$ cat config.mk
export PLATFORM = sky130hd
export DESIGN_NAME = ovs_out_chan
export DESIGN_NICKNAME = d
export VERILOG_FILES = /design/src/rtl/ovs_pkg.sv /design/src/rtl/ovs_tick_gen.sv /design/src/rtl/ovs_wdog.sv /design/src/rtl/ovs_fsm.sv /design/src/rtl/ovs_level_sel.sv /design/src/rtl/ovs_out_chan.sv
export SDC_FILE = /design/constraint.sdc
export NUM_CORES = 1
export LEC_CHECK = 0
export CORE_MARGIN = 1
export CORE_UTILIZATION = 48
export CTS_CLUSTER_DIAMETER = 80
export DETAILED_ROUTE_END_ITERATION = 10
export GPL_ROUTABILITY_DRIVEN = 0
export GPL_TIMING_DRIVEN = 0
export PLACE_DENSITY = 0.68
export SYNTH_ARGS = -nofsm -noshare
export SYNTH_HDL_FRONTEND = slang
export SYNTH_SLANG_ARGS = --single-unit
$ cat constraint.sdc
create_clock -name clk -period 5.35 [get_ports clk]
set_input_delay 1.07 -clock clk [delete_from_list [all_inputs] [get_ports clk]]
set_output_delay 1.07 -clock clk [all_outputs]
set_load 0.02 [all_outputs]
$ cat src/rtl/ovs_pkg.sv
`timescale 1ns/1ps
package ovs_pkg;

    typedef enum logic [1:0] {
        ST_PLAY  = 2'd0,
        ST_HOLD  = 2'd1,
        ST_CCERR = 2'd2,
        ST_WDOG  = 2'd3
    } ovs_state_e;

    // Fallback codes; values are fixed by the configuration encoding.
    typedef enum logic [2:0] {
        FB_LOW    = 3'd0,
        FB_HIGH   = 3'd1,
        FB_HOLD   = 3'd2,
        FB_STREAM = 3'd3,
        FB_TOGGLE = 3'd4,
        FB_FLOAT  = 3'd5,
        FB_RSV6   = 3'd6,
        FB_RSV7   = 3'd7
    } ovs_fb_e;

    typedef struct packed {
        ovs_fb_e on_count_err;
        ovs_fb_e on_timeout;
    } ovs_fb_sel_t;

    // bit 0 enables custom codes, bits 3:1 count error, bits 6:4 timeout.
    function automatic ovs_fb_sel_t ovs_decode(input logic [6:0] c);
        ovs_fb_sel_t r;
        if (c[0]) begin
            r.on_count_err = ovs_fb_e'(c[3:1]);
            r.on_timeout   = ovs_fb_e'(c[6:4]);
        end else begin
            r.on_count_err = FB_LOW;
            r.on_timeout   = FB_LOW;
        end
        return r;
    endfunction

endpackage

$ cat src/rtl/ovs_tick_gen.sv
`timescale 1ns/1ps
module ovs_tick_gen #(
    parameter int SAMPLES   = 10,
    parameter int SUB_TICKS = 4,
    localparam int IW = (SAMPLES > 1) ? $clog2(SAMPLES) : 1,
    localparam int SW = (SUB_TICKS > 1) ? $clog2(SUB_TICKS) : 1
) (
    input  logic          clk,
    input  logic          rst_n,
    input  logic          restart,
    output logic [IW-1:0] idx,
    output logic          alt,
    output logic          last
);

    logic [SW-1:0] sub_q;
    logic [IW-1:0] idx_q;
    logic          alt_q;
    logic          tick;

    assign tick = (sub_q == SW'(SUB_TICKS - 1));

    always_ff @(posedge clk) begin
        if (!rst_n || restart) begin
            sub_q <= '0;
            idx_q <= '0;
            alt_q <= 1'b0;
        end else if (tick) begin
            sub_q <= '0;
            idx_q <= (idx_q == IW'(SAMPLES - 1)) ? '0 : idx_q + 1'b1;
            alt_q <= ~alt_q;
        end else begin
            sub_q <= sub_q + 1'b1;
        end
    end

    assign idx  = idx_q;
    assign alt  = alt_q;
    assign last = tick && (idx_q == IW'(SAMPLES - 1));

endmodule

$ cat src/rtl/ovs_wdog.sv
`timescale 1ns/1ps
module ovs_wdog #(
    parameter int WD_TICKS = 1000,
    localparam int WW = $clog2(WD_TICKS + 1)
) (
    input  logic clk,
    input  logic rst_n,
    input  logic reload,
    input  logic run,
    output logic expire
);

    logic [WW-1:0] cnt_q;

    // counts clocks since the last reload; frozen while expired.
    always_ff @(posedge clk) begin
        if (!rst_n || reload) begin
            cnt_q <= '0;
        end else if (run && cnt_q != WW'(WD_TICKS - 1)) begin
            cnt_q <= cnt_q + 1'b1;
        end
    end

    assign expire = run && (cnt_q == WW'(WD_TICKS - 1));

endmodule

$ cat src/rtl/ovs_fsm.sv
`timescale 1ns/1ps
module ovs_fsm
    import ovs_pkg::*;
(
    input  logic       clk,
    input  logic       rst_n,
    input  logic       good,
    input  logic       bad,
    input  logic       expire,
    input  logic       last,
    output ovs_state_e state,
    output logic       restart
);

    ovs_state_e st_q, st_d;

    always_ff @(posedge clk) begin
        if (!rst_n) begin
            st_q <= ST_WDOG;
        end else begin
            st_q <= st_d;
        end
    end

    always_comb begin
        st_d = st_q;
        if (good) begin
            st_d = ST_PLAY;              // LOAD
        end else if (expire) begin
            st_d = ST_WDOG;              // TIMEOUT
        end else begin
            unique case (st_q)
                ST_PLAY: begin
                    if (bad)       st_d = ST_CCERR;   // MISS
                    else if (last) st_d = ST_HOLD;    // DRAIN
                end
                ST_HOLD:  if (bad) st_d = ST_CCERR;
                ST_CCERR: st_d = ST_CCERR;
                ST_WDOG:  st_d = ST_WDOG;             // failing strobe ignored
            endcase
        end
    end

    assign state   = st_q;
    assign restart = good || expire || (bad && st_q != ST_WDOG);

endmodule

$ cat src/rtl/ovs_level_sel.sv
`timescale 1ns/1ps
module ovs_level_sel
    import ovs_pkg::*;
#(
    parameter int SAMPLES = 10,
    localparam int IW = (SAMPLES > 1) ? $clog2(SAMPLES) : 1
) (
    input  ovs_state_e         state,
    input  ovs_fb_sel_t        sel,
    input  logic [SAMPLES-1:0] buf_bits,
    input  logic [IW-1:0]      idx,
    input  logic               alt,
    output logic               lvl,
    output logic               oe
);

    ovs_fb_e mode;
    logic    fault;

    always_comb begin
        lvl   = 1'b0;
        oe    = 1'b1;
        fault = 1'b0;
        mode  = FB_LOW;
        unique case (state)
            ST_PLAY:  lvl = buf_bits[idx];
            ST_HOLD:  lvl = buf_bits[SAMPLES-1];
            ST_CCERR: begin fault = 1'b1; mode = sel.on_count_err; end
            ST_WDOG:  begin fault = 1'b1; mode = sel.on_timeout;   end
        endcase
        if (fault) begin
            unique case (mode)
                FB_LOW, FB_RSV6, FB_RSV7: lvl = 1'b0;
                FB_HIGH:   lvl = 1'b1;
                FB_HOLD:   lvl = buf_bits[SAMPLES-1];
                FB_STREAM: lvl = buf_bits[idx];
                FB_TOGGLE: lvl = alt;
                FB_FLOAT:  begin lvl = 1'b0; oe = 1'b0; end
            endcase
        end
    end

endmodule

$ cat src/rtl/ovs_out_chan.sv
`timescale 1ns/1ps
module ovs_out_chan
    import ovs_pkg::*;
#(
    parameter int SAMPLES   = 10,
    parameter int SUB_TICKS = 20000,
    parameter int WD_TICKS  = 10000000
) (
    input  logic               clk,
    input  logic               rst_n,
    input  logic               cyc_stb,
    input  logic               cyc_fail,
    input  logic [SAMPLES-1:0] cyc_bits,
    input  logic [7:0]         cfg,
    output logic               drv_lvl,
    output logic               drv_oe
);

    localparam int IW = (SAMPLES > 1) ? $clog2(SAMPLES) : 1;

    logic               good, bad, expire, last, restart, alt;
    logic [IW-1:0]      idx;
    logic [SAMPLES-1:0] buf_q;
    ovs_state_e         st_q;
    ovs_fb_sel_t        sel;
    logic               cfg_unused;

    assign good       = cyc_stb && !cyc_fail;
    assign bad        = cyc_stb && cyc_fail;
    assign sel        = ovs_decode(cfg[6:0]);
    assign cfg_unused = cfg[7];

    // Sample buffer holds the last good cycle.
    always_ff @(posedge clk) begin
        if (!rst_n) begin
            buf_q <= '0;
        end else if (good) begin
            buf_q <= cyc_bits;
        end
    end

    ovs_tick_gen #(.SAMPLES(SAMPLES), .SUB_TICKS(SUB_TICKS)) u_tick (
        .clk     (clk),
        .rst_n   (rst_n),
        .restart (restart),
        .idx     (idx),
        .alt     (alt),
        .last    (last)
    );

    ovs_wdog #(.WD_TICKS(WD_TICKS)) u_wdog (
        .clk    (clk),
        .rst_n  (rst_n),
        .reload (good),
        .run    (st_q != ST_WDOG),
        .expire (expire)
    );

    ovs_fsm u_fsm (
        .clk     (clk),
        .rst_n   (rst_n),
        .good    (good),
        .bad     (bad),
        .expire  (expire),
        .last    (last),
        .state   (st_q),
        .restart (restart)
    );

    ovs_level_sel #(.SAMPLES(SAMPLES)) u_sel (
        .state    (st_q),
        .sel      (sel),
        .buf_bits (buf_q),
        .idx      (idx),
        .alt      (alt),
        .lvl      (drv_lvl),
        .oe       (drv_oe)
    );

endmodule

# ---- Word-level counts from Yosys, hierarchy flattened
# Index checks and enable logic that the tools add are counted.
dict set report totals {
  regBits 56
  input_bits 22
}
dict set report op_classes {
  addsub 3
  order_cmp 1
  n_eq_ne 17
  muxes 17
  bitwise 1
  n_reduce_logical 18
}
# op count
set op_table {}
lappend op_table {{$add 24x1->24 const B} 1}
lappend op_table {{$eq 24x24->1 const B} 1}
lappend op_table {{$ne 24x24->1 const B} 1}
lappend op_table {{$add 15x1->15 const B} 1}
lappend op_table {{$eq 15x15->1 const B} 1}
lappend op_table {{$eq 3x3->1 const B} 4}
lappend op_table {{$mux 2} 5}
lappend op_table {{$pmux 2 s4} 1}
lappend op_table {{$eq 3x2->1 const B} 2}
lappend op_table {{$logic_and 1x1->1} 6}
lappend op_table {{$mux 6} 1}
lappend op_table {{$pmux 3 s2} 1}
lappend op_table {{$lt 4x5->1 const B} 1}
lappend op_table {{$mux 1} 5}
lappend op_table {{$ne 5x2->1 const B} 1}
lappend op_table {{$pmux 1 s5} 1}
lappend op_table {{$add 4x1->4 const B} 1}
lappend op_table {{$bmux 1 s4} 1}
lappend op_table {{$eq 2x2->1 const B} 2}
lappend op_table {{$eq 4x4->1 const B} 1}
lappend op_table {{$logic_or 1x1->1} 4}
lappend op_table {{$mux 4} 1}
lappend op_table {{$ne 4x1->1 const B} 1}
lappend op_table {{$reduce_or 2->1} 2}
lappend op_table {{other kinds (10)} 11}

# ---- Longest topological paths before layout
# Gate-level depths: netlist of the first run.
dict set report depth {
  depth_word 7
  mapped_depth 8
}

# ---- Cells and area by module
# A second synthesis of the first run with hierarchy kept.
dict set report unflattened {
  hier_cells 351
  area_unflattened_um2 2984.1
}
# module instances cells_per_inst area_per_inst_um2 seq_area_each_um2
set by_module_without_submodules {}
lappend by_module_without_submodules {ovs_wdog 1 160 1293.7 480.5}
lappend by_module_without_submodules {ovs_tick_gen 1 102 918.4 400.4}
lappend by_module_without_submodules {ovs_out_chan 1 52 467.9 200.2}
lappend by_module_without_submodules {ovs_level_sel 1 26 206.4 0.0}
lappend by_module_without_submodules {ovs_fsm 1 11 97.6 40.0}

# ---- Least setup slack after synthesis of the first run
# OpenSTA, ideal clock, no wires.
dict set report synth_timing {
  kind {in2out}
  startpoint {in cfg[2]}
  endpoint {out drv_lvl}
  t_arrival_ns 1.813
  t_required_ns 4.280
  path_slack_ns 2.467
  path_stages 5
  path_buffers 0
  path_cell_list {inv_1 > o32ai_1 > a32o_1 > o211ai_1 > nand3_1}
}
dict set report synth_via {
  elab_chain_cells 6
}
# item line_no
set synth_lines {}
lappend synth_lines {{start, declared} ovs_out_chan.sv:14} ;# input logic [7:0] cfg,
lappend synth_lines {{$mux 6 *} ovs_pkg.sv:31} ;# if (c[0]) begin
lappend synth_lines {{$pmux 3 s2 *} ovs_level_sel.sv:25} ;# unique case (state)
lappend synth_lines {{$eq 3x3->1 or $logic_not 3->1 (tied branches)} ovs_level_sel.sv:32} ;# unique case (mode)
lappend synth_lines {{$reduce_or 4->1 (no source line)} n/a}
lappend synth_lines {{$pmux 1 s5 *} ovs_level_sel.sv:32}
lappend synth_lines {{$mux 1 *} ovs_level_sel.sv:31} ;# if (fault) begin
lappend synth_lines {{end, declared} ovs_out_chan.sv:15} ;# output logic drv_lvl,
# Every way passes the cells marked *; elsewhere a longest branch is shown, timed or not.

# ---- Final worst setup path of the first run
# Ends and elaborated chain as after synthesis.

==> results of run 1 <==
[synth_stat cells, drive strengths merged, types with 3 or more instances]
cell,count
nand4,10
xnor2,13
xor2,21
o21ai,9
nor3,9
dfxtp,56
a21boi,10
inv,6
clkbuf,8
and2,3
nand3,20
and4,6
nor2b,4
a21oi,8
and3,9
nor2,44
or3,6
nor4b,4
buf,9
nand2,44
o211ai,4
[power groups by stage]
| stage | sequential, mW | combinational [mW] | clock [mW] |
|---|---|---|---|
| floorplan | 0.437 | 0.0406 | 0 |
| global placement | 0.439 | 0.0682 | 0 |
| detailed placement | 0.439 | 0.0694 | 0 |
| CTS | 0.429 | 0.0697 | 0.245 |
| global route | 0.430 | 0.0770 | 0.260 |
| finish | 0.429 | 0.0687 | 0.231 |
[sequential cells by signal, summed over array words and instances (netlist names)]
| register | cells |
|---|---|
| u_tick.alt | 1 |
| u_tick.idx | 4 |
| buf_q | 10 |
| u_wdog.cnt_q | 24 |
| u_fsm.state | 2 |
| u_tick.sub_q | 15 |
[worst paths after layout]
path,to,cells past startpoint,from,slack (ps)
worst min register to register,u_tick.sub_q[0],1,u_tick.sub_q[0],470
worst max-delay path,drv_lvl,7,cfg[2],1340
worst min-delay path,u_tick.sub_q[0],1,u_tick.sub_q[0],470
worst max register to register,u_tick.sub_q[6],8,u_wdog.cnt_q[0],3460
[logic make-up after synthesis]
kind of cell / after synthesis / synth area share
XOR/XNOR: 34 / 0.1061
multiplexers: 5 / 0.02317
flip-flops: 56 / 0.3993
AND/OR/NAND/NOR: 169 / 0.3097
buffers and inverters: 23 / 0.04367
adder cells (fa/ha/maj): 2 / 0.008911
AO/OA/AOI/OAI: 44 / 0.1092
[metrics by stage]
stage	worst slack, ps	power, mW	utilization	hold WS, ps	instances
floorplan	2467	0.4780	-	425.8	333
global placement	1389	0.5069	0.5594	439.5	427
detailed placement	1327	0.5083	0.5594	450.6	427
CTS	1330	0.7439	0.5758	470.8	435
global route	1225	0.7673	0.5758	502.6	435
finish	1344	0.7291	0.5758	465.1	435
[metal layers]
layer | global-route usage | share of wire | up-vias
met2 | 0.3386 | 0.47 | 23
met1 | 0.2412 | 0.50 | 1084
met5 | 0 | 0 | -
met4 | 0.04630 | 0.0043 | 0
met3 | 0.03721 | 0.019 | 2
li1 | - | - | 1209
[cell type report]
type | count | area [µm²] | area share
Multi-Input combinational cell | 254 | 1564 | 0.4873
Sequential cell | 56 | 1121 | 0.3493
Timing Repair Buffer | 22 | 220.2 | 0.06862
Buffer | 17 | 100.1 | 0.03119
Tap cell | 72 | 90.09 | 0.02807
Clock buffer | 5 | 68.82 | 0.02144
Clock inverter | 3 | 22.52 | 0.007018
Inverter | 6 | 22.52 | 0.007018
==> run summary, run 1 <==
Outcome: complete, no violations
Die height: 78.48 µm
Critical Path AT: 2940 ps
Die area: 6159 µm²
Total CTS buffers: 5
Synth async-reset ratio: 0
Root Driver: clkbuf_8
CTS tree: yes
Pwr/cell area: 227.2 nW/µm²
Diode count: 0
CP dominant cell by count: clkdlybuf4s50_1
Remaining DRCs: 0
Fin crit period: 4006 ps
Relative slew margins: 0.6559
Slowest Stage Delay on Critical Path: 590 ps
P_sw: 0.1779 mW
Maximum VDD drop: 147.4 µV
First-iteration detailed-routing DRC count: 74
Clock Pin Slew Worst Setup and Hold Paths: 100 ps
Num rows: 27
Post-synth top area cell: dfxtp_1
Share of cells above drive strength 1: 0.08540
Clock power share: 0.317
Area grow syn2layout: 14.30%
DPL Wire Length: 4.019 mm
Buf/Inv on CP: 3
Maximum clock rate: 249.6 MHz
Worst skew pair latency: 300 ps
Post-synth EDFFs: 0
Die W: 78.48 µm
Crit-path slowest cell: clkdlybuf4s50_1
Hold violation count in the final report: 0
Critical path class: in2out
Drt first pass iters: 4
Post-synth cell types: 54
Critical path endpoint category: output port
Largest net degree at the start of global routing: 19
Post-CTS sizing: 0
Startpoint Class: primary input
Combinational Power Share: 0.094
Worst EP required: 4280 ps
Final instance area: 3209 µm²
Sw frac: 0.2440
Most frequent cells in the layout: 56 x dfxtp_1, 44 x nor2_1, 43 x nand2_1, 22 x clkdlybuf4s50_1, 21 x xor2_1
Initial Utilization: 0.5037
Setup violators final: 0
Placed inst area: 3118 µm²
Synth Flop Type: dfxtp_1
Crit-path leading delay family: buffers and inverters
Crit path cell chain: clkdlybuf4s50_1, inv_1, o32ai_1, a32o_1, o211ai_1, nand3_1, clkdlybuf4s50_1
Sequential area share after synthesis: 0.3993
Via-per-instance ratio: 5.329
DR vias: 2318
Worst Skew: 9.163 ps
Initial antenna violation count: 0
Leak Pwr: 1.142 nW
Filler Cells Inserted: 538
Top-area cell type share of the netlist area: 0.3993
Clock buffer depth: 2
Core area: 5574 µm²
Total Neg Setup Slack: 0 ps
Measured slew at the worst slew-check pin: 516.2 ps
Post-Syn Area: 2808 µm²
Antenna Nets Post-Route: 0
Commonest non-fill, non-tap cell in the layout: dfxtp_1
Post-CTS setup buffers: 0
Sink Count: 56
DR WL/cell: 12.69 µm
Synth Register Bits: 56
Port Buffers: 22
Vias in the first global route: 2178
Synth area leaders: dfxtp_1 40%, xor2_1 6.6%, nor2_1 5.9%
Worst-path fanout max: 3
Synthesis warning total: 0
First-pass GRT wire length: 9.611 mm
Post-Syn Instances: 333
# H-tree levels: 2
Post-synthesis average cell area: 8.432 µm²
Routed wire length: 5.518 mm
IO Pins: 24
Fin. max-slew vios: 0
Hold Buf Count CTS: 0
Synth Net Count: 357
Seq pwr share: 0.588
Internal: 0.5512 mW
Gr usage total: 0.1927
Hold/Removal Path Class: reg2reg
Gr ovfl total: 0
Max cap viols: 0
Nets@finish: 386
Period Utilization, post-route: 0.7489
RSZ-0062 raised after global routing: false
No activity file was read; power rests on OpenSTA's default activity.
==> inputs of run 2 (changes only) <==
--- a/config.mk
+++ b/config.mk
@@ -11,7 +11,7 @@
 export DETAILED_ROUTE_END_ITERATION = 10
 export GPL_ROUTABILITY_DRIVEN = 0
 export GPL_TIMING_DRIVEN = 0
-export PLACE_DENSITY = 0.68
+export PLACE_DENSITY = 0.71
 export SYNTH_ARGS = -nofsm -noshare
 export SYNTH_HDL_FRONTEND = slang
 export SYNTH_SLANG_ARGS = --single-unit
==> constraint.sdc (replaced) <==
create_clock -name clk -period 3.2 [get_ports clk]
set_input_delay 0.64 -clock clk [delete_from_list [all_inputs] [get_ports clk]]
set_output_delay 0.64 -clock clk [all_outputs]
set_load 0.02 [all_outputs]
==> run summary, run 2 (synthesized netlist as in run 1, its figures left out) <==
Initial Utilization: 0.5037 (unchanged)
Worst Skew: 13.36 ps (was 9.163 ps)
Critical path endpoint category: output port (unchanged)
Gr usage total: 0.1902 (was 0.1927)
Worst-path fanout max: 3 (unchanged)
Period Utilization, post-route: 0.8674
First-iteration detailed-routing DRC count: 85 (was 74)
Startpoint Class: primary input (unchanged)
RSZ-0062 raised after global routing: false (unchanged)
Maximum VDD drop: 378.9 µV (was 147.4 µV)
Largest net degree at the start of global routing: 20 (was 19)
DPL Wire Length: 4.059 mm (was 4.019 mm)
M2 GR Usage: 0.3395 (was 0.3386)
Storage cell area: 1121 µm² (unchanged)
Measured slew at the worst slew-check pin: 484.0 ps (was 516.2 ps)
Grt met1 use: 0.2238 (was 0.2412)
Routed wire length: 5.596 mm (was 5.518 mm)
Gr ovfl total: 0 (unchanged)
Root Driver: clkbuf_8 (unchanged)
Fin crit period: 2776 ps
Sink Count: 56 (unchanged)
Vias in the first global route: 2160 (was 2178)
Clock buffer depth: 2 (unchanged)
Critical Path AT: 2140 ps (was 2940 ps)
Die W: 78.48 µm (unchanged)
Final Hold Slack: 469.9 ps (was 465.1 ps)
Placed inst area: 3118 µm² (unchanged)
Max reg flops: 24 (unchanged)
Hold Buf Count CTS: 0 (unchanged)
Grt met3 use: 0.03837 (was 0.03721)
Area occupied by multi-input gates: 1572 µm² (was 1564 µm²)
CTS tree: yes (unchanged)
Pwr/cell area: 383.4 nW/µm² (was 227.2 nW/µm²)
Filler Cells Inserted: 526 (was 538)
Clock Pin Slew Worst Setup and Hold Paths: 110 ps (was 100 ps)
Layout Cells excl Fill: 435 (unchanged)
Final instance area: 3223 µm² (was 3209 µm²)
Hold violation count in the final report: 0 (unchanged)
Via-per-instance ratio: 5.395 (was 5.329)
Num rows: 27 (unchanged)
Worst EP required: 2560 ps (was 4280 ps)
Worst skew pair latency: 320 ps (was 300 ps)
Core area: 5574 µm² (unchanged)
Critical R2R Launch: u_wdog.cnt_q[0] (unchanged)
Most frequent cells in the layout: 56 x dfxtp_1, 44 x nor2_1, 43 x nand2_1, 21 x xor2_1, 21 x clkdlybuf4s50_1 (was 56 x dfxtp_1, 44 x nor2_1, 43 x nand2_1, 22 x clkdlybuf4s50_1, 21 x xor2_1)
Port Buffers: 22 (unchanged)
Critical path class: in2out (unchanged)
Nets@finish: 386 (unchanged)
Reg with most FFs: u_wdog.cnt_q (unchanged)
Fin. max-slew vios: 0 (unchanged)
DR WL/cell: 12.86 µm (was 12.69 µm)
Die area: 6159 µm² (unchanged)
# H-tree levels: 2 (unchanged)
First-pass GRT wire length: 9.315 mm (was 9.611 mm)
Biggest registers after layout: u_wdog.cnt_q (24), u_tick.sub_q (15), buf_q (10) (unchanged)
Share of cells above drive strength 1: 0.08815 (was 0.08540)
Most Crowded Layer GR: met2 (unchanged)
Total Neg Setup Slack: 0 ps (unchanged)
Remaining DRCs: 0 (unchanged)
Drt first pass iters: 4 (unchanged)
Die height: 78.48 µm (unchanged)
Post-CTS sizing: 0 (unchanged)
Relative slew margins: 0.6773 (was 0.6559)
Total CTS buffers: 5 (unchanged)
Max cap viols: 0 (unchanged)
Antenna Nets Post-Route: 0 (unchanged)
Initial antenna violation count: 0 (unchanged)
IO Pins: 24 (unchanged)
CP startpoint: cfg[6] (was cfg[2])
Diode count: 0 (unchanged)
Outcome: complete, no violations (unchanged)
Area grow syn2layout: 14.79% (was 14.30%)
DR vias: 2347 (was 2318)
Hold/Removal Path Class: reg2reg (unchanged)
Post-CTS setup buffers: 0 (unchanged)
Leak Pwr: 1.160 nW (was 1.142 nW)
Setup violators final: 0 (unchanged)
Maximum clock rate: 360.3 MHz
Total power draw: 1.236 mW (was 0.7291 mW)
HP Start: buf_q[4] (was u_tick.sub_q[0])
Commonest non-fill, non-tap cell in the layout: dfxtp_1 (unchanged)
Placed cells: 427 (unchanged)
## run 2: cell types whose count changed in the layout (fill, tap and decap cells not counted), sizes merged
cell           change
clkdlybuf4s50      -1
dlymetal6s2s       +1
## run 2: worst max-delay path, cell delays in order
cell	delay [ps]
clkdlybuf4s50_1	520
nand2b_1	70
o21ai_0	260
nand3_1	110
clkdlybuf4s50_1	540
## run 2: report_power, final
part	switching (mW)	total, mW	internal (mW)
logic	0.0607	0.116	0.0556
registers	0.00820	0.717	0.709
clock network	0.242	0.402	0.160
total	0.311	1.24	0.925
## run 2: per-stage QoR
step | utilization | setup slack, ps
4_1_cts | 0.5764 | 68.59
5_1_grt | 0.5782 | 310.6
2_1_floorplan | - | 1011
3_3_place_gp | 0.5594 | 95.75
3_5_place_dp | 0.5594 | 85.35
6_report | 0.5782 | 424.4
## run 2: path summary, 6_finish.rpt
path         depth (start not counted)               to  slack, ps
max                                  5           drv_oe        420
min                                  2         buf_q[4]        470
max reg2reg                          8  u_tick.sub_q[2]       1330
min reg2reg                          2         buf_q[4]        470
## run 2: cell type report
class / instances / share of cell area
Multi-Input combinational cell: 254 / 0.4876
Sequential cell: 56 / 0.3478
Timing Repair Buffer: 22 / 0.06910
Buffer: 17 / 0.03106
Tap cell: 72 / 0.02795
Clock buffer: 5 / 0.02135
Clock inverter: 3 / 0.008152
Inverter: 6 / 0.006988
## run 2: layer usage
metal  part of all wire  wire (µm)
met1               0.49       2740
met2               0.47       2653
met3              0.024        136
met4              0.012         66
met5                  0          0
